--- src/rtl/bpwm_pkg.sv ---
package bpwm_pkg;

    // Events seen by the compare logic on one counter step
    typedef struct packed {
        logic per_hit;
        logic duty_hit;
    } hit_t;

    // Next on/off state of the output stage; the period end wins over
    // the duty match, and a zero duty at the boundary forces off.
    function automatic logic next_on(hit_t h, logic cur_on, logic nxt_duty_zero);
        logic r;
        if (h.per_hit)
            r = ~nxt_duty_zero;
        else if (h.duty_hit)
            r = 1'b0;
        else
            r = cur_on;
        return r;
    endfunction

endpackage

--- src/rtl/bpwm_prescaler.sv ---
module bpwm_prescaler #(
    parameter int PRE_W = 8
) (
    input  logic             clk,
    input  logic             rst,
    input  logic [PRE_W-1:0] ratio,
    output logic             tick
);
    logic [PRE_W-1:0] pcnt;
    logic [PRE_W-1:0] lim;

    assign lim  = (ratio == '0) ? '0 : ratio - PRE_W'(1);
    assign tick = (pcnt >= lim);

    always_ff @(posedge clk) begin
        if (rst)
            pcnt <= '0;
        else if (tick)
            pcnt <= '0;
        else
            pcnt <= pcnt + PRE_W'(1);
    end

    // with a ratio above one, two enables never come back to back
    a_r2_tick_gap: assert property (@(posedge clk) disable iff (rst)
        (tick && lim != '0) |=> (!tick || ratio != $past(ratio)));

endmodule

--- src/rtl/bpwm_regs.sv ---
module bpwm_regs #(
    parameter int CNT_W = 16
) (
    input  logic             clk,
    input  logic             rst,
    input  logic             per_wr,
    input  logic [CNT_W-1:0] per_din,
    input  logic             duty_wr,
    input  logic [CNT_W-1:0] duty_din,
    input  logic             load,
    output logic [CNT_W-1:0] act_per,
    output logic [CNT_W-1:0] act_duty,
    output logic             nxt_duty_zero
);
    localparam logic [CNT_W-1:0] PER_RST  = CNT_W'(1);
    localparam logic [CNT_W-1:0] DUTY_RST = '1;

    logic [CNT_W-1:0] sh_per;
    logic [CNT_W-1:0] sh_duty;

    always_ff @(posedge clk) begin
        if (rst) begin
            sh_per  <= PER_RST;
            sh_duty <= DUTY_RST;
        end else begin
            if (per_wr)
                sh_per <= per_din;
            if (duty_wr)
                sh_duty <= duty_din;
        end
    end

    always_ff @(posedge clk) begin
        if (rst) begin
            act_per  <= PER_RST;
            act_duty <= DUTY_RST;
        end else if (load) begin
            act_per  <= sh_per;
            act_duty <= sh_duty;
        end
    end

    assign nxt_duty_zero = (sh_duty == '0);

    // active compare values move only on a period end
    a_r8_hold_between_loads: assert property (@(posedge clk) disable iff (rst)
        !load |=> ($stable(act_per) && $stable(act_duty)));

    // a load takes the shadow value held before the write in that clock
    a_r8_load_prior_shadow: assert property (@(posedge clk) disable iff (rst)
        load |=> (act_duty == $past(sh_duty) && act_per == $past(sh_per)));

endmodule

--- src/rtl/bpwm_core.sv ---
module bpwm_core
    import bpwm_pkg::*;
#(
    parameter int CNT_W = 16
) (
    input  logic             clk,
    input  logic             rst,
    input  logic             tick,
    input  logic [CNT_W-1:0] act_per,
    input  logic [CNT_W-1:0] act_duty,
    input  logic             nxt_duty_zero,
    output logic             per_end,
    output logic             on,
    output logic             flag
);
    logic [CNT_W-1:0] cnt;
    hit_t             hit;

    assign hit.per_hit  = tick && (cnt >= act_per);
    assign hit.duty_hit = tick && (cnt == act_duty);
    assign per_end      = hit.per_hit;

    always_ff @(posedge clk) begin
        if (rst) begin
            cnt  <= CNT_W'(1);
            on   <= 1'b1;
            flag <= 1'b0;
        end else begin
            flag <= hit.per_hit;
            on   <= next_on(hit, on, nxt_duty_zero);
            if (hit.per_hit)
                cnt <= CNT_W'(1);
            else if (tick)
                cnt <= cnt + CNT_W'(1);
        end
    end

    // the counter restarts at one after a period end
    a_r3_wrap_to_one: assert property (@(posedge clk) disable iff (rst)
        hit.per_hit |=> (cnt == CNT_W'(1)));

    // without an enable the counter holds
    a_r3_hold_no_tick: assert property (@(posedge clk) disable iff (rst)
        !tick |=> $stable(cnt));

    // the counter never reads zero
    a_r3_never_zero: assert property (@(posedge clk) disable iff (rst)
        cnt != '0);

    // a duty match away from the period end turns the output off
    a_r4_duty_off: assert property (@(posedge clk) disable iff (rst)
        (hit.duty_hit && !hit.per_hit) |=> !on);

    // on a shared step the period end keeps the output on
    a_r5_period_wins: assert property (@(posedge clk) disable iff (rst)
        (hit.per_hit && hit.duty_hit && !nxt_duty_zero) |=> on);

    // a zero duty loaded at the boundary forces off at once
    a_r7_zero_duty_off: assert property (@(posedge clk) disable iff (rst)
        (hit.per_hit && nxt_duty_zero) |=> !on);

endmodule

--- src/rtl/bufpwm_gen.sv ---
module bufpwm_gen #(
    parameter int CNT_W = 16,
    parameter int PRE_W = 8
) (
    input  logic             clk,
    input  logic             rst,
    input  logic             pol,
    input  logic [PRE_W-1:0] pre_ratio,
    input  logic             per_wr,
    input  logic [CNT_W-1:0] per_din,
    input  logic             duty_wr,
    input  logic [CNT_W-1:0] duty_din,
    output logic             pwm_out,
    output logic             period_flag,
    output logic             cnt_en
);
    logic             tick;
    logic             per_end;
    logic             on;
    logic             nxt_duty_zero;
    logic [CNT_W-1:0] act_per;
    logic [CNT_W-1:0] act_duty;

    bpwm_prescaler #(.PRE_W(PRE_W)) u_pre (
        .clk   (clk),
        .rst   (rst),
        .ratio (pre_ratio),
        .tick  (tick)
    );

    bpwm_regs #(.CNT_W(CNT_W)) u_regs (
        .clk           (clk),
        .rst           (rst),
        .per_wr        (per_wr),
        .per_din       (per_din),
        .duty_wr       (duty_wr),
        .duty_din      (duty_din),
        .load          (per_end),
        .act_per       (act_per),
        .act_duty      (act_duty),
        .nxt_duty_zero (nxt_duty_zero)
    );

    bpwm_core #(.CNT_W(CNT_W)) u_core (
        .clk           (clk),
        .rst           (rst),
        .tick          (tick),
        .act_per       (act_per),
        .act_duty      (act_duty),
        .nxt_duty_zero (nxt_duty_zero),
        .per_end       (per_end),
        .on            (on),
        .flag          (flag_q)
    );

    logic flag_q;

    // On level is the inverse of pol, off level equals pol
    assign pwm_out     = on ^ pol;
    assign period_flag = flag_q;
    assign cnt_en      = tick;

    // the flag follows every period end by one clock
    a_r9_flag_after_end: assert property (@(posedge clk) disable iff (rst)
        per_end |=> period_flag);

endmodule

--- config.mk ---
export PLATFORM = sky130hd
export DESIGN_NAME = bufpwm_gen
export DESIGN_NICKNAME = d
export VERILOG_FILES = /design/src/rtl/bpwm_pkg.sv /design/src/rtl/bpwm_prescaler.sv /design/src/rtl/bpwm_regs.sv /design/src/rtl/bpwm_core.sv /design/src/rtl/bufpwm_gen.sv
export SDC_FILE = /design/constraint.sdc
export NUM_CORES = 1
export LEC_CHECK = 0
export ABC_CLOCK_PERIOD_IN_PS = 8600
export BUFFER_PORTS_ARGS = -buffer_cell sky130_fd_sc_hd__buf_2
export CORE_AREA = 3 3 86 88
export DETAILED_ROUTE_END_ITERATION = 12
export DIE_AREA = 0 0 89 91
export HOLD_SLACK_MARGIN = 0.03
export PLACE_DENSITY = 0.88
export SYNTH_ARGS = -nofsm -noshare
export SYNTH_HDL_FRONTEND = slang
export SYNTH_SLANG_ARGS = --single-unit
--- constraint.sdc ---
create_clock -name clk -period 8.6 [get_ports clk]
set_input_delay 0.43 -clock clk [delete_from_list [all_inputs] [get_ports clk]]
set_output_delay 0.43 -clock clk [all_outputs]
set_load 0.1 [all_outputs]
# Word level (Yosys, flattened, before mapping)
# Index checks and enable logic that the tools add are counted.
[totals]
register_bits = 90
[classes]
add_sub_neg = 3
n_lt_le_gt_ge = 2
n_eq_ne = 1
n_mux = 3
n_bitwise = 2
reduce_logical = 7
[op_table]
columns = ["op", "n"]
rows = [
  ["16-bit by 1-bit adder with 16-bit output, second input constant", 1],
  ["16-bit == test", 1],
  ["16-bit greater-or-equal comparator", 1],
  ["16-bit logical NOT", 1],
  ["8-bit by 1-bit adder with 8-bit output, second input constant", 1],
  ["8-bit greater-or-equal comparator", 1],
  ["8-bit logical NOT", 1],
  ["8-bit 2-to-1 mux", 1],
  ["8-bit by 1-bit subtractor with 8-bit output, second input constant", 1],
  ["2-bit OR reduction", 2],
  ["1-bit logical AND", 2],
  ["1-bit 2-to-1 mux", 2],
  ["2-bit nonzero test", 1],
  ["1-bit inverter", 1],
  ["1-bit XOR", 1],
]

# Longest topological paths before layout
# Gate-level depths: netlist of run 1.
[logic_depth]
word_depth = 6
mapped_depth = 16
ltp_nobuf = 14

# Cells and area by module
# A second synthesis of run 1 with hierarchy kept.
[hier_totals]
cells_unflattened = 452
hier_area_um2 = 4439.3
[modules_own_cells]
columns = ["module", "n_inst", "cells_per_inst", "area_per_inst_um2"]
rows = [
  ["bpwm_regs", 1, 214, 2378.5],
  ["bpwm_core", 1, 162, 1367.6],
  ["bpwm_prescaler", 1, 75, 684.4],
  ["bufpwm_gen", 1, 1, 8.8],
]

# Least setup slack after synthesis of run 1
# Ideal clock, no wire load.
[synth_timing]
path_kind = "input to register"
start = "in pre_ratio[0]"
end = "reg u_core.cnt[1]"
setup_ns = 0.128
arrival_time_ns = 3.587
required_ns = 8.472
setup_slack_ns = 4.885
path_stages = 15
cell_sequence = "inv_1 -> ha_1 -> nor2b_1 -> nand3b_1 -> or3_1 -> and2_1 -> ha_1 -> nand2b_1 -> a2111oi_0 -> o21ai_1 -> nand2_1 -> buf_2 -> inv_1 -> mux2i_1 -> nor2_1"
[synth_via]
elab_chain_cells = 5
[synth_lines]
columns = ["element", "line", "text"]
rows = [
  ["start, declared", "bufpwm_gen.sv:8", "input logic [PRE_W-1:0] pre_ratio,"],
  ["8-bit by 1-bit subtractor with 8-bit output / 8-bit logical NOT (equally long branches)", "bpwm_prescaler.sv:12", "assign lim = (ratio == '0) ? '0 : ratio - PRE_W'(1);"],
  ["8-bit 2-to-1 mux *", "bpwm_prescaler.sv:12", ""],
  ["8-bit greater-or-equal comparator *", "bpwm_prescaler.sv:13", "assign tick = (pcnt >= lim);"],
  ["net cnt_en", "bufpwm_gen.sv:15", "output logic cnt_en"],
  ["1-bit logical AND", "bpwm_core.sv:19", "assign hit.per_hit = tick && (cnt >= act_per);"],
  ["2-bit OR reduction (no source line)", "-", ""],
  ["end signal, assigned", "bpwm_core.sv:34", "cnt <= cnt + CNT_W'(1);"],
  ["end, declared", "bpwm_core.sv:16", "logic [CNT_W-1:0] cnt;"],
]
# The timed path passes the listed nets; every way through them passes the cells marked *.
# A chain may end at the register's enable or synchronous reset.

# Worst setup path in the final report of run 1
[layout_timing]
start = "in pre_ratio[0]"
end = "out cnt_en"
[layout_via]
elab_chain_cells = 3
[layout_lines]
columns = ["element", "line"]
rows = [
  ["8-bit by 1-bit subtractor with 8-bit output / 8-bit logical NOT (equally long branches)", "bpwm_prescaler.sv:12"],
  ["8-bit 2-to-1 mux *", "bpwm_prescaler.sv:12"],
  ["8-bit greater-or-equal comparator *", "bpwm_prescaler.sv:13"],
  ["end, declared", "bufpwm_gen.sv:15"],
]
# Mark *: on every way between the ends. The rest lies on a longest branch, timed or not.

==> summary.txt, run 1 <==
Floorplanning
  • Die span in y: 91 um
  • Die X: 89 um
  • Die area: 8100 um^2
  • Core area: 6720 um^2
  • Cell row count: 30
  • Starting Density: 62.7%
  • Boundary pin count: 48

Worst hold path
  • WHS Endpoint: u_regs.sh_duty[13]
  • Worst hold start: duty_din[13]
  • Hold Path Stages: 2
  • Min-delay worst type: input pin to flip-flop

Pwr
  • Pwr/cell area: 176 nW/um^2
  • Logic gate share of total power: 7.2%
  • VDD IR-drop max: 0.000183 V
  • Switching Power: 191 uW
  • Pleak: 0.00187 uW
  • Internal Power: 628 uW
  • Clk pwr share: 39.2%
  • Switch share: 23.3%
  • Final Power: 819 uW
  • Register share of total power: 53.5%

Placement
  • GP Congestion: 0.863
  • Post-Place Cells: 542
  • IO Port Bufs: 47
  • Hpwl dp: 6200 um

Route
  • # DRC: 0
  • Antenna-violating nets left: 0
  • Drt pass-1 iters: 5
  • 1st-iter DRT viols: 252
  • Via/cell ratio: 5.96
  • Routed via count: 3327
  • Routed WL: 8790 um
  • Detail-routed net length per standard cell: 15.8 um

Worst setup path
  • Worst r2r path cells: 9
  • Reg-to-reg endpoint: u_regs.act_per[12]
  • Critical path fanouts, max: 15
  • CP arrival: 3.76 ns
  • Setup CP Type: input pin to primary output
  • Reg2reg start: u_pre.pcnt[0]
  • Setup crit start kind: input pin
  • Req. time, crit path: 8.17 ns
  • Crit. End Element: primary output
  • Reg2reg setup slack: 5.31 ns

Layout
  • Antenna diode count: 0
  • Fill cells: 502
  • Fin cells: 558
  • Layout cells sized above 1: 15.5%
  • Area growth from synthesis to layout: 10.6%
  • Final layout net count: 545

Timing
  • TNS Setup: 0 ns
  • Fmax: 239 MHz
  • WHS: 0.269 ns
  • Slew @ Worst Pin: 1.30 ns
  • Final setup violation count: 0
  • Slew Limit Headroom: 13.4%
  • Final Max Tran Viols: 0
  • Tcrit/Tclk final: 48.7%
  • Clock Skew: 0.00621 ns
  • Unrepaired setup endpoints after global routing: false
  • Hold Vio Cnt, Final: 0
  • Min Tclk post-route: 4.19 ns

Global routing
  • Overall routing resource usage: 22.7%
  • Total grt overflow: 0
  • Busiest grt layer: met2
  • M2 GR Usage: 35.2%
  • Largest net degree at the start of global routing: 37
  • GRT met3 Usage: 5.35%
  • Initial antenna violation count: 0
  • GR Layer Usage met1: 30.2%
  • First-pass GRT wire length: 14700 um
  • Vias in the first global route: 3200

Clocking
  • Cts hold-fix bufs: 0
  • Max Root-Sink Buffers: 2
  • Reg clk slew, reported paths: 0.08 ns
  • CTS resizes: 0
  • Number of buffers created by CTS: 9
  • Clk Tree Root Cell: clkbuf_8
  • Clock sink count: 90
  • Number of H-tree levels: 3
  • Clk_lat worst skew: 0.36 ns
  • CTS tree: yes
  • Postcts setup bufs: 0

Yosys
  • Post-Synthesis Cells: 437
  • Synth warn: 0
  • Yosys cell types: 45
  • Post-synth top area cell: dfxtp_1
  • Post-Syn Nets: 509
  • Post-synth EDFFs: 0
  • Post-synthesis cell area: 4210 um^2
  • Fraction of registers with async set/reset: 0%
  • Synth top area share: 42.8%
  • Largest cells by area after synthesis: dfxtp_1 43%, ha_1 8.0%, xor2_1 5.4%
  • Count leader, synth: dfxtp_1
  • Post-synthesis sequential area ratio: 42.8%
  • Syn_area_per_cell: 9.64 um^2
  • #FFs+latches synth: 90
  • Synth Flop Type: dfxtp_1
  • Top post-synthesis cells by count: 90 x dfxtp_1, 35 x nor2_1, 27 x ha_1, 26 x xor2_1, 23 x inv_1

Run
  • Max Cap Viol: 0

Status
  • Outcome: finished, final reports clean
==> placed cells by master, fill, tap and decap left out, drive strengths merged, types with 2 or more instances in the layout <==
cell type  netlist  routed
or3              6       6
or4              7       7
inv             23      24
nor4             7       7
nand2b           4       4
dfxtp           90      90
ha              27      27
a211oi           4       4
clkbuf          14      10
a211o           17      17
o22a            17      17
a21oi           18      18
nor3             4       4
bufinv           0       2
and2             2       2
nor2b           20      20
xnor2            5       5
xor2            26      26
a22o            15      15
and3             4       4
clkinvlp         0       2
o31ai            6       6
o21ai           10      10
nand2           18      18
nand4            6       6
nor2            35      35
mux2i           17      17
o21a             2       2
nand3           13      13
clkinv           1       2
buf              8      47
==> per-layer routing <==
layer | wire [um] | share of wire, %
met4 | 280 | 3.2
met1 | 4090 | 46
met3 | 489 | 5.6
met2 | 3940 | 45
met5 | 0 | 0
==> final cells by class <==
cell class | instances | area, um^2 | area share, %
Multi-Input combinational cell | 301 | 2190 | 47.1
Clock inverter | 6 | 88.8 | 1.91
Clock buffer | 10 | 138 | 2.95
Tap cell | 80 | 100 | 2.15
Sequential cell | 90 | 1800 | 38.7
Inverter | 24 | 103 | 2.20
Timing Repair Buffer | 47 | 235 | 5.05
==> cell families (layout without fill, tap and decap cells) <==
kind of cell             count (synthesis)  in the layout  synth area share (%)
AND/OR/NAND/NOR                        129            129                  15.8
flip-flops                              90             90                  42.8
adder cells (fa/ha/maj)                 27             27                  8.02
AO/OA/AOI/OAI                           97             97                  17.6
multiplexers                            17             17                  4.04
XOR/XNOR                                31             31                  6.45
buffers and inverters                   46             87                  5.26
==> per-stage QoR <==
| step | area, um^2 | setup slack (ns) | utilization, % |
|---|---|---|---|
| after floorplan | 4210 | 4.89 | - |
| after global placement | 4430 | 4.24 | 66.0 |
| after detailed placement | 4430 | 4.12 | 66.0 |
| after CTS | 4660 | 4.43 | 69.3 |
| after global routing | 4660 | 4.17 | 69.3 |
| final | 4660 | 4.41 | 69.3 |
==> registers in the layout (all words and copies together) (netlist names) <==
| name | flops |
|---|---|
| u_core.cnt | 16 |
| u_core.flag | 1 |
| u_pre.pcnt | 8 |
| u_core.on | 1 |
| u_regs.sh_duty | 16 |
| u_regs.sh_per | 16 |
| u_regs.act_duty | 16 |
| u_regs.act_per | 16 |
==> worst max-delay path: stages <==
cell and delay (ns):
buf_2 0.10, inv_1 0.06, ha_1 0.15, nor2b_1 0.23, nand3b_1 0.14, or3_1 0.41
and2_1 0.20, ha_1 0.26, nand2b_1 0.14, a2111oi_0 0.54, o21ai_1 0.20, nand2_1 0.41
inv_1 0.15, buf_2 0.33
==> how the worst max path moves through the flow <==
stage	from	depth (start not counted)	slack, ns	endpoint
after global routing	pre_ratio[0]	15	4.17	u_regs.act_per[12]
after detailed placement	pre_ratio[0]	15	4.12	u_regs.act_per[12]
after CTS	pre_ratio[0]	14	4.43	cnt_en
after global placement	pre_ratio[0]	15	4.24	u_regs.act_per[10]
after floorplan	pre_ratio[0]	15	4.89	u_core.cnt[1]
final	pre_ratio[0]	14	4.41	cnt_en
==> power by group through the flow <==
stage	sequential (uW)	clock (uW)	combinational [uW]
CTS	438	323	59.5
global placement	447	0	56.9
global route	440	342	66.4
finish	438	321	59.1
detailed placement	448	0	59.1
floorplan	445	0	42.4
No activity file was read; power rests on OpenSTA's default activity.
==> run 2: changes to the inputs <==
--- a/config.mk
+++ b/config.mk
@@ -5,13 +5,13 @@
 export SDC_FILE = /design/constraint.sdc
 export NUM_CORES = 1
 export LEC_CHECK = 0
-export ABC_CLOCK_PERIOD_IN_PS = 8600
+export ABC_CLOCK_PERIOD_IN_PS = 3800
 export BUFFER_PORTS_ARGS = -buffer_cell sky130_fd_sc_hd__buf_2
-export CORE_AREA = 3 3 86 88
+export CORE_AREA = 3 3 94 96
 export DETAILED_ROUTE_END_ITERATION = 12
-export DIE_AREA = 0 0 89 91
+export DIE_AREA = 0 0 97 99
 export HOLD_SLACK_MARGIN = 0.03
-export PLACE_DENSITY = 0.88
+export PLACE_DENSITY = 0.78
 export SYNTH_ARGS = -nofsm -noshare
 export SYNTH_HDL_FRONTEND = slang
 export SYNTH_SLANG_ARGS = --single-unit
==> constraint.sdc (replaced) <==
create_clock -name clk -period 3.8 [get_ports clk]
set_input_delay 0.19 -clock clk [delete_from_list [all_inputs] [get_ports clk]]
set_output_delay 0.19 -clock clk [all_outputs]
set_load 0.1 [all_outputs]
==> run 2 against run 1 <==
  * Global-route usage decreased by 3.5 points
  * Utilization decreased by 9.9 points
  * Clock power increased by 110%
  * Worst setup slack got worse by 4.1 ns
  * Cell count increased by 7.3%
  * Clock-buffer cell count increased by 1
  * Critical path depth increased by 1
  * Via count increased by 0.66%
  * Final area increased by 3.8%
  * Largest power group unchanged
==> summary.txt, run 2 (synthesized netlist as in run 1, its figures left out) <==
Status
  • Outcome: finished, final reports clean (unchanged)

Floorplanning
  • Cell row count: 33 (was 30)
  • Boundary pin count: 48 (unchanged)
  • Core area: 8130 um^2 (was 6720 um^2)
  • Starting Density: 51.8% (was 62.7%)
  • Die X: 97 um (was 89 um)
  • Die span in y: 99 um (was 91 um)
  • Die area: 9600 um^2 (was 8100 um^2)

Layout
  • Storage element area: 1800 um^2 (unchanged)
  • Layout cells sized above 1: 15.8% (was 15.5%)
  • Most frequent cells in the layout: 90 x dfxtp_1, 47 x buf_2, 35 x nor2_1, 27 x ha_1, 26 x xor2_1 (unchanged)
  • Fill cells: 699 (was 502)
  • Antenna diode count: 0 (unchanged)
  • Fin cells: 599 (was 558)
  • Final layout net count: 561 (was 545)
  • Commonest non-fill, non-tap cell in the layout: dfxtp_1 (unchanged)
  • Multi-input gate area in the final layout: 2200 um^2 (was 2190 um^2)
  • Area growth from synthesis to layout: 14.8% (was 10.6%)

Route
  • # DRC: 0 (unchanged)
  • Routed WL: 8960 um (was 8790 um)
  • Detail-routed net length per standard cell: 15.0 um (was 15.8 um)
  • Drt pass-1 iters: 5 (unchanged)
  • Routed via count: 3349 (was 3327)
  • Antenna-violating nets left: 0 (unchanged)
  • 1st-iter DRT viols: 137 (was 252)
  • Via/cell ratio: 5.59 (was 5.96)

Timing
  • WHS: 0.0379 ns (was 0.269 ns)
  • Hold Vio Cnt, Final: 0 (unchanged)
  • Clock Skew: 0.0135 ns (was 0.00621 ns)
  • Min Tclk post-route: 3.52 ns
  • Final Worst Setup Slack: 0.282 ns (was 4.41 ns)
  • Final setup violation count: 0 (unchanged)
  • Final Max Tran Viols: 0 (unchanged)
  • Slew Limit Headroom: 39.9% (was 13.4%)
  • Slew @ Worst Pin: 0.900 ns (was 1.30 ns)
  • TNS Setup: 0 ns (unchanged)
  • Fmax: 284 MHz
  • Tcrit/Tclk final: 92.6%
  • Unrepaired setup endpoints after global routing: false (unchanged)

Clocking
  • Clk Tree Root Cell: clkbuf_8 (unchanged)
  • Postcts setup bufs: 0 (unchanged)
  • CTS tree: yes (unchanged)
  • Max Root-Sink Buffers: 2 (unchanged)
  • Clk_lat worst skew: 0.36 ns (about the same)
  • Number of buffers created by CTS: 9 (unchanged)
  • Reg clk slew, reported paths: 0.09 ns (was 0.08 ns)
  • Number of H-tree levels: 3 (unchanged)
  • Clock sink count: 90 (unchanged)

Pwr
  • Register share of total power: 54.5% (was 53.5%)
  • Logic gate share of total power: 8.3% (was 7.2%)
  • Pleak: 0.00194 uW (was 0.00187 uW)
  • Pwr/cell area: 376 nW/um^2 (was 176 nW/um^2)
  • Switch share: 23.8% (was 23.3%)
  • Switching Power: 433 uW (was 191 uW)
  • VDD IR-drop max: 0.000258 V (was 0.000183 V)
  • Clk pwr share: 37.2% (was 39.2%)
  • Internal Power: 1390 uW (was 628 uW)

Worst hold path
  • Min-delay worst type: input pin to flip-flop (unchanged)

Global routing
  • Overall routing resource usage: 19.3% (was 22.7%)
  • Total grt overflow: 0 (unchanged)
  • Vias in the first global route: 3209 (was 3200)
  • First-pass GRT wire length: 15100 um (was 14700 um)
  • Initial antenna violation count: 0 (unchanged)
  • Largest net degree at the start of global routing: 37 (unchanged)

Worst setup path
  • Critical path fanouts, max: 9 (was 15)
  • Setup crit start kind: input pin (unchanged)
  • Setup CP Type: input pin to primary output (unchanged)
  • Req. time, crit path: 3.61 ns (was 8.17 ns)
  • CP arrival: 3.33 ns (was 3.76 ns)
  • Crit. End Element: primary output (unchanged)

Run
  • Max Cap Viol: 0 (unchanged)

Placement
  • Hpwl dp: 6360 um (was 6200 um)
  • IO Port Bufs: 47 (unchanged)
  • GP Congestion: 0.923 (was 0.863)
  • Post-Place Cells: 570 (was 542)
  • Pre-CTS WS: 0.0565 ns (was 4.12 ns)
-- run 2: power groups by stage --
stage                     sequential (uW)  combinational [uW]  clock [uW]
after global routing                  995                 171         735
after global placement               1010                 131           0
final                                 992                 151         677
after floorplan                      1010                96.0           0
after CTS                             992                 148         687
after detailed placement             1010                 137           0
-- run 2: worst paths after layout --
check                                        from                 end  slack, ns  depth (start not counted)
worst max-delay path                 pre_ratio[0]              cnt_en       0.28                         15
worst min-delay path                  duty_din[6]   u_regs.sh_duty[6]       0.04                          2
worst max register to register     u_core.cnt[14]       u_core.cnt[8]       0.97                          8
worst min register to register  u_regs.sh_per[14]  u_regs.act_per[14]       0.48                          1
-- run 2: area by class of cell --
class / count / share of cell area (%)
Tap cell: 105 / 2.72
Multi-Input combinational cell: 301 / 45.5
Inverter: 24 / 2.12
Clock buffer: 11 / 3.13
Clock inverter: 5 / 1.24
Timing Repair Buffer: 63 / 8.02
Sequential cell: 90 / 37.3
-- run 2: repair_timing --
action	CTS	global route
setup endpoints to repair	0	1
resized for setup	0	2
endpoints found under the hold margin	13	0
hold buffers	13	0
-- run 2: worst max-delay path, stage by stage --
cell and delay [ns]:
buf_2 0.10, inv_1 0.06, ha_1 0.16, nor2b_1 0.24
nand3b_1 0.16, or3_1 0.42, and2_1 0.20, ha_1 0.26
nand2b_1 0.15, a2111oi_2 0.41, o21ai_1 0.17, nand2_1 0.22
buf_4 0.20, inv_1 0.07, buf_2 0.29
-- run 2: per-stage QoR --
step | total power, uW | utilization [%] | area (um^2)
2_1_floorplan | 1100 | - | 4210
3_3_place_gp | 1140 | 55.1 | 4490
3_5_place_dp | 1150 | 55.1 | 4490
4_1_cts | 1830 | 59.3 | 4830
5_1_grt | 1900 | 59.4 | 4830
6_report | 1820 | 59.4 | 4830
-- run 2: layer usage --
| layer | up-vias | global-route usage [%] | routed length [um] |
|---|---|---|---|
| met2 | 93 | 30.2 | 4110 |
| met4 | 0 | 8.32 | 181 |
| met3 | 22 | 4.60 | 476 |
| met5 | - | 0 | 0 |
| met1 | 1554 | 25.4 | 4190 |
| li1 | 1680 | - | - |
==> run 3: changes to the inputs <==
--- a/config.mk
+++ b/config.mk
@@ -11,7 +11,7 @@
 export DETAILED_ROUTE_END_ITERATION = 12
 export DIE_AREA = 0 0 97 99
 export HOLD_SLACK_MARGIN = 0.03
-export PLACE_DENSITY = 0.78
+export PLACE_DENSITY_LB_ADDON = 0.12
 export SYNTH_ARGS = -nofsm -noshare
 export SYNTH_HDL_FRONTEND = slang
 export SYNTH_SLANG_ARGS = --single-unit
==> run 3 against run 2 <==
  * Global-route usage decreased by 0.37 points
  * Critical path depth unchanged
  * Via count decreased by 3.4%
  * Clock-buffer cell count decreased by 1
  * Die area unchanged
  * Utilization decreased by 0.38 points
  * Final area decreased by 0.65%
  * Cell count decreased by 1.0%
  * Critical path type unchanged
==> summary.txt, run 3 (synthesized netlist as in run 1, its figures left out) <==
Global routing
  • GRT met3 Usage: 4.39% (was 4.60%)
  • Busiest grt layer: met2 (unchanged)
  • Largest net degree at the start of global routing: 37 (unchanged)
  • M2 GR Usage: 29.6% (was 30.2%)
  • Total grt overflow: 0 (unchanged)
  • First-pass GRT wire length: 14800 um (was 15100 um)
  • Overall routing resource usage: 18.9% (was 19.3%)
  • Vias in the first global route: 3098 (was 3209)
  • GR Layer Usage met1: 25.9% (was 25.4%)
  • Initial antenna violation count: 0 (unchanged)

Timing
  • Tcrit/Tclk final: 92.4% (was 92.6%)
  • Final Worst Setup Slack: 0.288 ns (was 0.282 ns)
  • Min Tclk post-route: 3.51 ns (was 3.52 ns)
  • Hold Vio Cnt, Final: 0 (unchanged)
  • Slew @ Worst Pin: 1.16 ns (was 0.900 ns)
  • Fmax: 285 MHz (was 284 MHz)
  • Unrepaired setup endpoints after global routing: false (unchanged)
  • TNS Setup: 0 ns (unchanged)
  • Clock Skew: 0.0102 ns (was 0.0135 ns)
  • Slew Limit Headroom: 22.9% (was 39.9%)
  • Final Max Tran Viols: 0 (unchanged)
  • Final setup violation count: 0 (unchanged)

Placement
  • Hpwl dp: 6270 um (was 6360 um)
  • Pre-CTS WS: -0.150 ns (was 0.0565 ns)
  • GP Congestion: 0.864 (was 0.923)
  • Post-DP Area: 4490 um^2 (about the same)
  • IO Port Bufs: 47 (unchanged)

Layout
  • Final layout net count: 555 (was 561)
  • Antenna diode count: 0 (unchanged)
  • Fill cells: 748 (was 699)
  • Multi-input gate area in the final layout: 2200 um^2 (unchanged)
  • Area growth from synthesis to layout: 14.0% (was 14.8%)
  • Commonest non-fill, non-tap cell in the layout: dfxtp_1 (unchanged)
  • Most frequent cells in the layout: 90 x dfxtp_1, 47 x buf_2, 35 x nor2_1, 27 x ha_1, 26 x xor2_1 (unchanged)
  • Layout cells sized above 1: 16.0% (was 15.8%)
  • Storage element area: 1800 um^2 (unchanged)
  • Final instance area: 4800 um^2 (was 4830 um^2)

Worst setup path
  • Setup crit start kind: input pin (unchanged)
  • Critical path fanouts, max: 14 (was 9)
  • Setup CP Type: input pin to primary output (unchanged)
  • Crit. End Element: primary output (unchanged)
  • Req. time, crit path: 3.61 ns (about the same)
  • Worst r2r path cells: 8 (unchanged)
  • CP arrival: 3.32 ns (was 3.33 ns)

Pwr
  • Pwr/cell area: 398 nW/um^2 (was 376 nW/um^2)
  • Pleak: 0.00193 uW (was 0.00194 uW)
  • VDD IR-drop max: 0.000302 V (was 0.000258 V)
  • Final Power: 1910 uW (was 1820 uW)

Clocking
  • Postcts setup bufs: 0 (unchanged)
  • Clk_lat worst skew: 0.35 ns (was 0.36 ns)
  • Reg clk slew, reported paths: 0.09 ns (about the same)
  • Max Root-Sink Buffers: 2 (unchanged)
  • Clk Tree Root Cell: clkbuf_8 (unchanged)
  • CTS tree: yes (unchanged)
  • Number of buffers created by CTS: 9 (unchanged)
  • Number of H-tree levels: 3 (unchanged)
  • Clock sink count: 90 (unchanged)

Route
  • Routed WL: 8770 um (was 8960 um)
  • Antenna-violating nets left: 0 (unchanged)
  • Drt pass-1 iters: 4 (was 5)
  • 1st-iter DRT viols: 121 (was 137)
  • Routed via count: 3236 (was 3349)
  • Detail-routed net length per standard cell: 14.8 um (was 15.0 um)
  • # DRC: 0 (unchanged)
  • Via/cell ratio: 5.46 (was 5.59)

Floorplanning
  • Cell row count: 33 (unchanged)
  • Boundary pin count: 48 (unchanged)
  • Die X: 97 um (unchanged)
  • Starting Density: 51.8% (unchanged)
  • Die area: 9600 um^2 (unchanged)
  • Core area: 8130 um^2 (unchanged)
  • Die span in y: 99 um (unchanged)

Status
  • Outcome: finished, final reports clean (unchanged)

Worst hold path
  • Min-delay worst type: input pin to flip-flop (unchanged)
  • Hold Path Stages: 2 (unchanged)

Run
  • Max Cap Viol: 0 (unchanged)
run 3: changes by cell type in the layout (fill, tap and decap cells not counted):
cell           before  now
buf_4               3    4
bufinv_16           1    3
clkbuf_1            0    1
clkbuf_8           11    9
clkinv_2            1    0
clkinv_4            1    2
dlygate4sd3_1      13    6
inv_6               1    0
run 3: power by group:
part / switching, uW / leakage, uW / internal, uW
combinational: 75.1 / 0.00107 / 69.8
clock: 333 / 0.000117 / 439
sequential: 21.7 / 0.000734 / 970
total: 430 / 0.00193 / 1480
run 3: metrics by stage:
| stage | cells | hold WS [ns] | util (%) |
|---|---|---|---|
| final | 593 | 0.0388 | 59.0 |
| after global routing | 593 | 0.0331 | 59.0 |
| after CTS | 593 | 0.0326 | 59.0 |
| after detailed placement | 571 | 0.400 | 55.2 |
| after global placement | 571 | 0.395 | 55.2 |
| after floorplan | 437 | 0.308 | - |
run 3: worst max-delay path: stages:
cell       delay (ns)
buf_2            0.10
inv_1            0.06
ha_1             0.16
nor2b_1          0.26
nand3b_1         0.16
or3_1            0.41
and2_1           0.20
ha_1             0.26
nand2b_1         0.15
a2111oi_2        0.45
o21ai_1          0.19
nand2_1          0.13
buf_4            0.20
inv_1            0.10
buf_2            0.30
run 3: path summary, 6_finish.rpt:
check                   start           endpoint  slack [ns]
max              pre_ratio[0]             cnt_en        0.29
min               duty_din[9]  u_regs.sh_duty[9]        0.04
max reg2reg    u_core.cnt[14]     u_core.cnt[13]        0.80
min reg2reg  u_regs.sh_per[3]  u_regs.act_per[3]        0.48
run 3: per-layer routing:
layer,vias up,share of wire [%]
met5,-,0
met4,0,1.3
met3,11,4.3
met2,58,43
met1,1504,52
li1,1663,-
run 3: final cells by class:
class / count / share of cell area [%]
Clock inverter: 6 / 2.40
Sequential cell: 90 / 37.5
Tap cell: 105 / 2.74
Timing Repair Buffer: 57 / 6.77
Multi-Input combinational cell: 301 / 45.8
Inverter: 24 / 2.14
Clock buffer: 10 / 2.66
run 3: timing repair:
action / in CTS / in global routing
setup endpoints to repair: 0 / 18
hold endpoints to repair: 6 / 0
resized for setup: 0 / 2
hold buffers: 6 / 0
